<file path="src/rtl/dll_pkg.sv">
package dll_pkg;

   typedef enum logic [3:0] {
      S_IDLE, S_FETCH, S_SETUP, S_SRC, S_DST, S_PAUSE, S_NEXT, S_CPL, S_TMO
   } eng_state_e;

   localparam logic [1:0] STAT_IDLE = 2'd0;
   localparam logic [1:0] STAT_BUSY = 2'd1;
   localparam logic [1:0] STAT_CPL  = 2'd2;
   localparam logic [1:0] STAT_TMO  = 2'd3;

   // bytes moved per beat for a width code
   function automatic logic [2:0] unit_bytes(input logic [1:0] pw);
      case (pw)
         2'd0:    return 3'd4;
         2'd1:    return 3'd2;
         default: return 3'd1;
      endcase
   endfunction

   function automatic logic [31:0] unit_mask(input logic [1:0] pw);
      case (pw)
         2'd0:    return 32'hFFFF_FFFF;
         2'd1:    return 32'h0000_FFFF;
         default: return 32'h0000_00FF;
      endcase
   endfunction

   function automatic logic [1:0] unit_shift(input logic [1:0] pw);
      case (pw)
         2'd0:    return 2'd2;
         2'd1:    return 2'd1;
         default: return 2'd0;
      endcase
   endfunction

   // reverse bytes inside a right-aligned unit
   function automatic logic [31:0] swap_unit(input logic [31:0] d, input logic [1:0] pw);
      logic [31:0] r;
      r = {d[7:0], d[15:8], d[23:16], d[31:24]};
      case (pw)
         2'd0:    return r;
         2'd1:    return r >> 16;
         default: return d;
      endcase
   endfunction

endpackage

</file>
<file path="src/rtl/dll_desc_mem.sv">
module dll_desc_mem #(
   parameter int DEPTH = 64,
   localparam int AW = $clog2(DEPTH)
) (
   input  logic          clk,
   input  logic          we,
   input  logic [AW-1:0] waddr,
   input  logic [31:0]   wdata,
   input  logic [AW-1:0] raddr,
   output logic [31:0]   rdata
);
   logic [31:0] store [DEPTH];

   always_ff @(posedge clk) begin
      if (we) store[waddr] <= wdata;
   end

   assign rdata = store[raddr];
endmodule

</file>
<file path="src/rtl/dll_lane.sv">
module dll_lane
   import dll_pkg::*;
#(
   parameter bit SWAP_EN = 1'b1
) (
   input  logic [1:0]  pw,
   input  logic        swap,
   input  logic [1:0]  lane,
   input  logic        from_mem,
   input  logic [31:0] mem_word,
   input  logic [31:0] per_word,
   input  logic [31:0] unit_in,
   output logic [31:0] unit_out,
   output logic [31:0] wr_word,
   output logic [3:0]  be
);
   logic [31:0] raw, masked;
   logic [3:0]  be_base;

   assign raw    = from_mem ? (mem_word >> {lane, 3'b000}) : per_word;
   assign masked = raw & unit_mask(pw);

   generate
      if (SWAP_EN) begin : g_swap
         assign unit_out = swap ? swap_unit(masked, pw) : masked;
      end else begin : g_noswap
         logic unused_swap;
         assign unused_swap = swap;
         assign unit_out    = masked;
      end
   endgenerate

   always_comb begin
      case (pw)
         2'd0:    be_base = 4'hF;
         2'd1:    be_base = 4'h3;
         default: be_base = 4'h1;
      endcase
   end

   assign be      = be_base << lane;
   assign wr_word = unit_in << {lane, 3'b000};
endmodule

</file>
<file path="src/rtl/dll_watchdog.sv">
module dll_watchdog #(
   parameter int WD_W = 16
) (
   input  logic            clk,
   input  logic            rst_n,
   input  logic            active,
   input  logic            gnt,
   input  logic [WD_W-1:0] limit,
   output logic            expired
);
   logic [WD_W-1:0] cnt;

   assign expired = active && !gnt && (limit != '0) && (cnt >= limit);

   always_ff @(posedge clk or negedge rst_n) begin
      if (!rst_n)                cnt <= '0;
      else if (!active || gnt)   cnt <= '0;
      else if (!expired)         cnt <= cnt + 1'b1;
   end
endmodule

</file>
<file path="src/rtl/dll_dma_engine.sv">
module dll_dma_engine
   import dll_pkg::*;
#(
   parameter int DESC_WORDS = 64,
   parameter int EXT_W      = 4,
   parameter int DELAY_STEP = 256,
   parameter int WD_W       = 16,
   parameter bit SWAP_EN    = 1'b1,
   localparam int IW   = $clog2(DESC_WORDS),
   localparam int MA_W = 32 + EXT_W
) (
   input  logic            clk,
   input  logic            rst_n,
   input  logic            list_sys,
   input  logic            start,
   input  logic [31:0]     start_ptr,
   input  logic            status_rd,
   input  logic            cancel,
   input  logic [WD_W-1:0] wd_limit,
   input  logic            dsc_we,
   input  logic [IW-1:0]   dsc_addr,
   input  logic [31:0]     dsc_wdata,
   output logic            mem_req,
   output logic            mem_we,
   output logic [MA_W-1:0] mem_addr,
   output logic [3:0]      mem_be,
   output logic [31:0]     mem_wdata,
   input  logic [31:0]     mem_rdata,
   input  logic            mem_gnt,
   output logic            per_req,
   output logic            per_we,
   output logic [31:0]     per_addr,
   output logic [31:0]     per_wdata,
   input  logic [31:0]     per_rdata,
   input  logic            per_gnt,
   output logic [1:0]      status,
   output logic            irq
);
   localparam int DLY_W = $clog2(7 * DELAY_STEP + 1);

   generate
      if (DESC_WORDS < 8 || (DESC_WORDS & (DESC_WORDS - 1)) != 0) begin : g_bad_depth
         $error("DESC_WORDS must be a power of two of at least 8");
      end
      if (EXT_W < 1 || EXT_W > 8) begin : g_bad_ext
         $error("EXT_W must lie in 1..8");
      end
      if (DELAY_STEP < 1) begin : g_bad_step
         $error("DELAY_STEP must be positive");
      end
   endgenerate

   eng_state_e       st;
   logic [IW-1:0]    base;
   logic [2:0]       fcnt;
   logic [31:0]      dw [8];
   logic [31:0]      rd_word;
   logic [31:0]      maddr, paddr, hold;
   logic [15:0]      beats_left, rb_reload, rows_left;
   logic [2:0]       bcnt;
   logic [DLY_W-1:0] dly;

   // descriptor store
   dll_desc_mem #(.DEPTH(DESC_WORDS)) u_store (
      .clk(clk), .we(dsc_we), .waddr(dsc_addr), .wdata(dsc_wdata),
      .raddr(base + IW'(fcnt)), .rdata(rd_word)
   );

   genvar g;
   generate
      for (g = 0; g < 8; g++) begin : g_word
         always_ff @(posedge clk or negedge rst_n) begin
            if (!rst_n)                                   dw[g] <= '0;
            else if (st == S_FETCH && fcnt == 3'(g))      dw[g] <= rd_word;
         end
      end
   endgenerate

   // field decode
   logic             f_swap, f_dir, f_pinc, f_2d, f_fin;
   logic [1:0]       f_pw, f_pstep;
   logic [2:0]       f_dly, f_burst;
   logic [EXT_W-1:0] f_ext;
   logic [15:0]      f_len, f_rep, f_rowb, f_gap;
   logic [27:0]      f_link;

   assign f_swap  = dw[0][0];
   assign f_dir   = dw[0][1];
   assign f_pw    = dw[0][3:2];
   assign f_pinc  = dw[1][0];
   assign f_pstep = dw[1][2:1];
   assign f_len   = dw[1][31:16];
   assign f_dly   = dw[3][2:0];
   assign f_burst = dw[3][6:4];
   assign f_ext   = dw[3][8 +: EXT_W];
   assign f_2d    = dw[4][0];
   assign f_rep   = dw[4][31:16];
   assign f_rowb  = dw[5][15:0];
   assign f_gap   = dw[5][31:16];
   assign f_link  = dw[7][27:0];
   assign f_fin   = dw[7][31];

   logic [2:0]       ub;
   logic [31:0]      pstep_v, link_byte;
   logic [15:0]      rb_calc, rows_calc;
   logic [DLY_W-1:0] dly_load;
   logic             stop_here;

   assign ub        = unit_bytes(f_pw);
   assign pstep_v   = !f_pinc ? 32'd0 : (f_pstep == 2'd0) ? 32'd4 : (f_pstep == 2'd1) ? 32'd2 : 32'd1;
   assign rb_calc   = f_2d ? (f_rowb >> unit_shift(f_pw)) : f_len;
   assign rows_calc = f_2d ? f_rep : 16'd1;
   assign link_byte = list_sys ? {f_link, 4'b0000} : {4'b0000, f_link};
   assign stop_here = f_fin || (f_link == '0);
   assign dly_load  = DLY_W'({29'd0, f_dly} * DELAY_STEP - 1);

   // byte lanes
   logic [31:0] unit_x, wr_word;
   logic [3:0]  be_x;

   dll_lane #(.SWAP_EN(SWAP_EN)) u_lane (
      .pw(f_pw), .swap(f_swap), .lane(maddr[1:0]), .from_mem(!f_dir),
      .mem_word(mem_rdata), .per_word(per_rdata), .unit_in(hold),
      .unit_out(unit_x), .wr_word(wr_word), .be(be_x)
   );

   // ports
   logic src_gnt, dst_gnt, active, wd_exp;

   assign mem_req   = (st == S_SRC && !f_dir) || (st == S_DST && f_dir);
   assign mem_we    = (st == S_DST) && f_dir;
   assign mem_addr  = {f_ext, maddr};
   assign mem_be    = be_x;
   assign mem_wdata = wr_word;
   assign per_req   = (st == S_SRC && f_dir) || (st == S_DST && !f_dir);
   assign per_we    = (st == S_DST) && !f_dir;
   assign per_addr  = paddr;
   assign per_wdata = hold;

   assign src_gnt = f_dir ? per_gnt : mem_gnt;
   assign dst_gnt = f_dir ? mem_gnt : per_gnt;
   assign active  = (st == S_SRC) || (st == S_DST);

   dll_watchdog #(.WD_W(WD_W)) u_wd (
      .clk(clk), .rst_n(rst_n), .active(active),
      .gnt((st == S_SRC) ? src_gnt : dst_gnt),
      .limit(wd_limit), .expired(wd_exp)
   );

   always_comb begin
      case (st)
         S_IDLE:  status = STAT_IDLE;
         S_CPL:   status = STAT_CPL;
         S_TMO:   status = STAT_TMO;
         default: status = STAT_BUSY;
      endcase
   end

   logic last_row, last_all;
   assign last_row = (beats_left == 16'd1);
   assign last_all = last_row && (rows_left == 16'd1);

   always_ff @(posedge clk or negedge rst_n) begin
      if (!rst_n) begin
         st <= S_IDLE; irq <= 1'b0; base <= '0; fcnt <= '0;
         maddr <= '0; paddr <= '0; hold <= '0; bcnt <= '0; dly <= '0;
         beats_left <= '0; rb_reload <= '0; rows_left <= '0;
      end else begin
         irq <= 1'b0;
         if (cancel) begin
            st <= S_IDLE;
         end else begin
            case (st)
               S_IDLE: if (start) begin
                  base <= start_ptr[IW+1:2];
                  fcnt <= '0;
                  st   <= S_FETCH;
               end
               S_FETCH: begin
                  fcnt <= fcnt + 1'b1;
                  if (fcnt == 3'd7) st <= S_SETUP;
               end
               S_SETUP: begin
                  maddr      <= dw[6];
                  paddr      <= dw[2];
                  bcnt       <= '0;
                  rows_left  <= rows_calc;
                  beats_left <= rb_calc;
                  rb_reload  <= rb_calc;
                  st <= (rows_calc == '0 || rb_calc == '0) ? S_NEXT : S_SRC;
               end
               S_SRC: begin
                  if (wd_exp) begin
                     st <= S_TMO; irq <= 1'b1;
                  end else if (src_gnt) begin
                     hold <= unit_x;
                     st   <= S_DST;
                  end
               end
               S_DST: begin
                  if (wd_exp) begin
                     st <= S_TMO; irq <= 1'b1;
                  end else if (dst_gnt) begin
                     paddr <= paddr + pstep_v;
                     maddr <= maddr + {29'd0, ub} + ((last_row && f_2d) ? {16'd0, f_gap} : 32'd0);
                     if (last_row) begin
                        rows_left  <= rows_left - 1'b1;
                        beats_left <= rb_reload;
                     end else begin
                        beats_left <= beats_left - 1'b1;
                     end
                     if (last_all) begin
                        st <= S_NEXT;
                     end else if (bcnt == f_burst) begin
                        bcnt <= '0;
                        if (f_dly != '0) begin
                           dly <= dly_load;
                           st  <= S_PAUSE;
                        end else begin
                           st <= S_SRC;
                        end
                     end else begin
                        bcnt <= bcnt + 1'b1;
                        st   <= S_SRC;
                     end
                  end
               end
               S_PAUSE: begin
                  if (dly == '0) st <= S_SRC;
                  else           dly <= dly - 1'b1;
               end
               S_NEXT: begin
                  if (stop_here) begin
                     st <= S_CPL; irq <= 1'b1;
                  end else begin
                     base <= link_byte[IW+1:2];
                     fcnt <= '0;
                     st   <= S_FETCH;
                  end
               end
               S_CPL, S_TMO: if (status_rd) st <= S_IDLE;
               default: st <= S_IDLE;
            endcase
         end
      end
   end

   logic unused_bits;
   assign unused_bits = ^{dw[0], dw[1], dw[3], dw[4], dw[5], dw[7], start_ptr, link_byte};


   idle_quiet_chk: assert property (@(posedge clk) disable iff (!rst_n)
      (status == STAT_IDLE) |-> (!mem_req && !per_req));

   one_port_chk: assert property (@(posedge clk) disable iff (!rst_n)
      !(mem_req && per_req));

   pause_quiet_chk: assert property (@(posedge clk) disable iff (!rst_n)
      (st == S_PAUSE) |-> (!mem_req && !per_req));

   done_hold_chk: assert property (@(posedge clk) disable iff (!rst_n)
      (status == STAT_CPL && !status_rd && !cancel) |=> (status == STAT_CPL));

   wd_tmo_chk: assert property (@(posedge clk) disable iff (!rst_n)
      (wd_exp && !cancel) |=> (status == STAT_TMO));

   irq_pulse_chk: assert property (@(posedge clk) disable iff (!rst_n)
      irq |=> !irq);

   irq_cause_chk: assert property (@(posedge clk) disable iff (!rst_n)
      irq |-> (status == STAT_CPL || status == STAT_TMO));

   cancel_idle_chk: assert property (@(posedge clk) disable iff (!rst_n)
      cancel |=> (status == STAT_IDLE && !mem_req && !per_req));
endmodule

</file>
<file path="config.mk">
export PLATFORM = sky130hd
export DESIGN_NAME = dll_dma_engine
export DESIGN_NICKNAME = d
export VERILOG_FILES = /design/src/rtl/dll_pkg.sv /design/src/rtl/dll_desc_mem.sv /design/src/rtl/dll_lane.sv /design/src/rtl/dll_watchdog.sv /design/src/rtl/dll_dma_engine.sv
export SDC_FILE = /design/constraint.sdc
export NUM_CORES = 2
export LEC_CHECK = 0
export BUFFER_PORTS_ARGS = -buffer_cell sky130_fd_sc_hd__buf_4
export CORE_ASPECT_RATIO = 0.7
export CORE_MARGIN = 2
export CORE_UTILIZATION = 50
export DETAILED_ROUTE_END_ITERATION = 16
export GPL_ROUTABILITY_DRIVEN = 0
export PLACE_DENSITY_LB_ADDON = 0.05
export SLEW_MARGIN = 20
export SYNTH_ARGS = -nofsm -noshare
export SYNTH_HDL_FRONTEND = slang
export SYNTH_SLANG_ARGS = --single-unit
</file>
<file path="constraint.sdc">
create_clock -name clk -period 6.55 [get_ports clk]
set_input_delay 0.3275 -clock clk [delete_from_list [all_inputs] [get_ports clk]]
set_output_delay 0.3275 -clock clk [all_outputs]
set_load 0.03 [all_outputs]
</file>
==> flow_metrics.env <==
export IMPL_cts_clk_slew_worst_paths_ps=70
export IMPL_setup_slack_ps=790
export IMPL_cts_max_level=4
export IMPL_ir_worst_vdd_v=0.000466
export IMPL_port_buffers=275
export IMPL_syn_to_final_growth_pct=13.5
export IMPL_netlist_area_um2=99000
export IMPL_power_leakage_uw=0.0387
export IMPL_design_power_total_uw=55700
export IMPL_slew_headroom=0.207
export IMPL_nets=6451
export IMPL_hold_path_class="in -> reg"
export IMPL_finish_instance_area_um2=112000
export IMPL_clock_skew_ps=63.6
export IMPL_dpl_cell_area_um2=105000
export IMPL_cp_max_fo=23
export IMPL_cts_tree="done"
export IMPL_cts_root_buffer="clkbuf_16"
export IMPL_io_pins=302
export IMPL_wl_um=275000
export IMPL_r2r_cells=18
export IMPL_setup_violations=0
export IMPL_num_rows=136
export IMPL_top_layer="met5"
export IMPL_insertion_delay_ps=890
export IMPL_synth_edf_count=2048
export IMPL_post_route_min_period_ps=5760
export IMPL_synth_nets=6125
export IMPL_yosysSeqAreaShare=0.713
export IMPL_avgViaCountPerCell=6.28
export IMPL_final_common_cell="edfxtp_1"
export IMPL_avgSynthCellArea_um2=16.8
export IMPL_worstHoldPathCells=1
export IMPL_ys_ff_latch=2411
export IMPL_tns_ps=0
export IMPL_critical_path_class="reg -> reg"
export IMPL_worstPathArrival_ps=6470
export IMPL_num_fill_cells=15000
export IMPL_die_w_um=536
export IMPL_synthArstFlopShare=0.151
export IMPL_antenna_found_initial=16
export IMPL_p_per_area_nw_per_um2=496
export IMPL_rsz0062_at_grt="no"
export IMPL_wl_met2_um=124000
export IMPL_min_delay_start="dsc_wdata[7]"
export IMPL_dpl_worst_slack_ps=990
export IMPL_rr_endpoint="maddr[23]"
export IMPL_synthCells=5893
export IMPL_fmaxAchievable_ghz=0.174
export IMPL_die_area_um2=202000
export IMPL_grt_max_degree=158
export IMPL_report_final_slew_viol_count=0
export IMPL_numCtsBuffers=232
export IMPL_grt_ovfl_total=0
export IMPL_num_vias=56700
export IMPL_regToRegSetupSlack_ps=790
export IMPL_holdPathEnd="u_store.store[11][7]"
export IMPL_reg2reg_from="beats_left[7]"
export IMPL_tightest_slew_ps=1180
export IMPL_dieHeight_um=376
export IMPL_cp_start_kind="flip-flop"
export IMPL_wl_per_cell_um=30.5
export IMPL_hold_viol_final=0
export IMPL_yosysUniqueCellTypes=74
export IMPL_wl_met3_um=22000
export IMPL_core_area_um2=197000
export IMPL_maxCapViolCount=0
export IMPL_remaining_drc_errors=0
export IMPL_cts_max_path_buffers=4
export IMPL_initial_core_util=0.504
export IMPL_grt_pass1_wl_um=397000
export IMPL_grtUsageTotal=0.273
export IMPL_crit_path_end_kind="flip-flop"
export IMPL_finalCritPeriodShare=0.879
export IMPL_drtIter0Drc=6995
export IMPL_wl_met1_um=124000
export IMPL_final_cell_mix="2048 x edfxtp_1, 698 x nand2_1, 532 x mux4_2, 399 x buf_4, 359 x dfrtp_1"
export IMPL_ctsResizeCount=0
export IMPL_drtAntennaViolNets=0
export IMPL_dpl_hpwl_um=156000
export IMPL_post_cts_setup_buffers=0
export IMPL_drive_above_1_share=0.227
export IMPL_cp_required_ps=7260
export IMPL_synth_ff_type="edfxtp_1"
export IMPL_grt_pass1_vias=55400
export IMPL_clkSinkCount=2411
export IMPL_yosysWarnings=0
export IMPL_firstDrtPassIters=6
export IMPL_status="finished clean"
synthesized netlist by cell type (22+ instances only):
| cell | n | area [um^2] |
|---|---|---|
| edfxtp_1 | 2048 | 61500 |
| nand2_1 | 700 | 2630 |
| mux4_2 | 532 | 12000 |
| dfrtp_1 | 363 | 9080 |
| nor2_1 | 242 | 908 |
| clkbuf_1 | 232 | 871 |
| nand3_1 | 197 | 986 |
| o21ai_0 | 189 | 946 |
| a21oi_1 | 160 | 801 |
| o31ai_1 | 134 | 1010 |
| mux2i_1 | 83 | 831 |
| and3_1 | 80 | 500 |
| mux2_2 | 71 | 800 |
| a31oi_1 | 70 | 438 |
| buf_2 | 69 | 345 |
| ha_1 | 67 | 838 |
| inv_1 | 58 | 218 |
| buf_1 | 47 | 176 |
| a211oi_1 | 42 | 315 |
| nand4_1 | 40 | 250 |
| nor2b_1 | 37 | 231 |
| a32oi_1 | 33 | 289 |
| nor3_1 | 32 | 160 |
| o22ai_1 | 26 | 163 |
| xor2_1 | 26 | 228 |
| o2111ai_1 | 25 | 219 |
| o21ai_1 | 23 | 115 |
| and2_1 | 22 | 138 |
worst max path at each step:
stage / start / to / slack, ps
floorplan: beats_left[7] / maddr[31] / 1860
global placement: beats_left[7] / maddr[25] / 1040
detailed placement: beats_left[7] / maddr[25] / 990
CTS: beats_left[7] / maddr[23] / 940
global route: beats_left[7] / maddr[23] / 450
finish: beats_left[7] / maddr[23] / 790
logic make-up (layout without fill, tap and decap cells):
group | Yosys count | in the layout | synth area share
AO/OA/AOI/OAI | 824 | 824 | 0.0538
XOR/XNOR | 45 | 45 | 0.00406
adder cells (fa/ha/maj) | 73 | 73 | 0.00968
buffers and inverters | 420 | 927 | 0.0174
flip-flops | 2411 | 2411 | 0.713
multiplexers | 686 | 686 | 0.137
other | 0 | 7 | 0
AND/OR/NAND/NOR | 1434 | 1434 | 0.0647
state kept, by name, indices dropped and copies added, names as in the netlist:
name           count
u_store.store   2048
dw               171
maddr             32
per_addr          32
per_wdata         32
beats_left        16
rb_reload         16
rows_left         16
u_wd.cnt          16
dly               11
base               6
mem_addr           4
st                 4
bcnt               3
fcnt               3
irq                1
final cells by class:
| class | instances | area (um^2) | area share |
|---|---|---|---|
| Multi-Input combinational cell | 3062 | 27400 | 0.244 |
| Inverter | 59 | 221 | 0.00197 |
| Sequential cell | 2411 | 70600 | 0.628 |
| Antenna cell | 7 | 17.5 | 0.000156 |
| Clock inverter | 117 | 978 | 0.00871 |
| Tap cell | 2622 | 3280 | 0.0292 |
| Clock buffer | 298 | 6130 | 0.0545 |
| Timing Repair Buffer | 453 | 3740 | 0.0333 |
critical path: stages (launching register included):
cell       delay [ps]
dfrtp_1           430
or4_1             660
nor4_1            320
nor3b_2           240
buf_4             300
nand3_1           160
fa_1              420
inv_1              70
ha_1              170
inv_1              60
fa_1              430
nor2b_1           240
o2111ai_1         210
nand4_1           190
a31oi_1           160
o31ai_2           860
nand4_1           360
o22ai_1           220
a2bb2oi_1          90
where the power goes:
part / leakage (uW) / switching (uW) / internal [uW] / total, uW
Sequential: 0.0232 / 902 / 17500 / 18400
Clock: 0.00347 / 5690 / 7190 / 12900
Combinational: 0.0120 / 15200 / 9240 / 24400
Total: 0.0387 / 21800 / 33900 / 55700
stage by stage:
stage	util	hold WS, ps	cells
global route	0.572	14.2	9022
global placement	0.534	455	8574
finish	0.572	8.55	9029
CTS	0.572	1.04	9022
floorplan	-	31.9	5893
detailed placement	0.534	459	8574
routing by layer:
| metal | vias to the layer above | track usage |
|---|---|---|
| met5 | - | 0 |
| met4 | 4 | 0.0533 |
| met3 | 316 | 0.0455 |
| met2 | 2363 | 0.408 |
| met1 | 30000 | 0.426 |
| li1 | 24000 | - |
timing repair:
action	CTS	global route
hold buffers	33	0
setup endpoints to repair	0	0
endpoints found under the hold margin	180	0
Power figures use the tool's default switching activity.
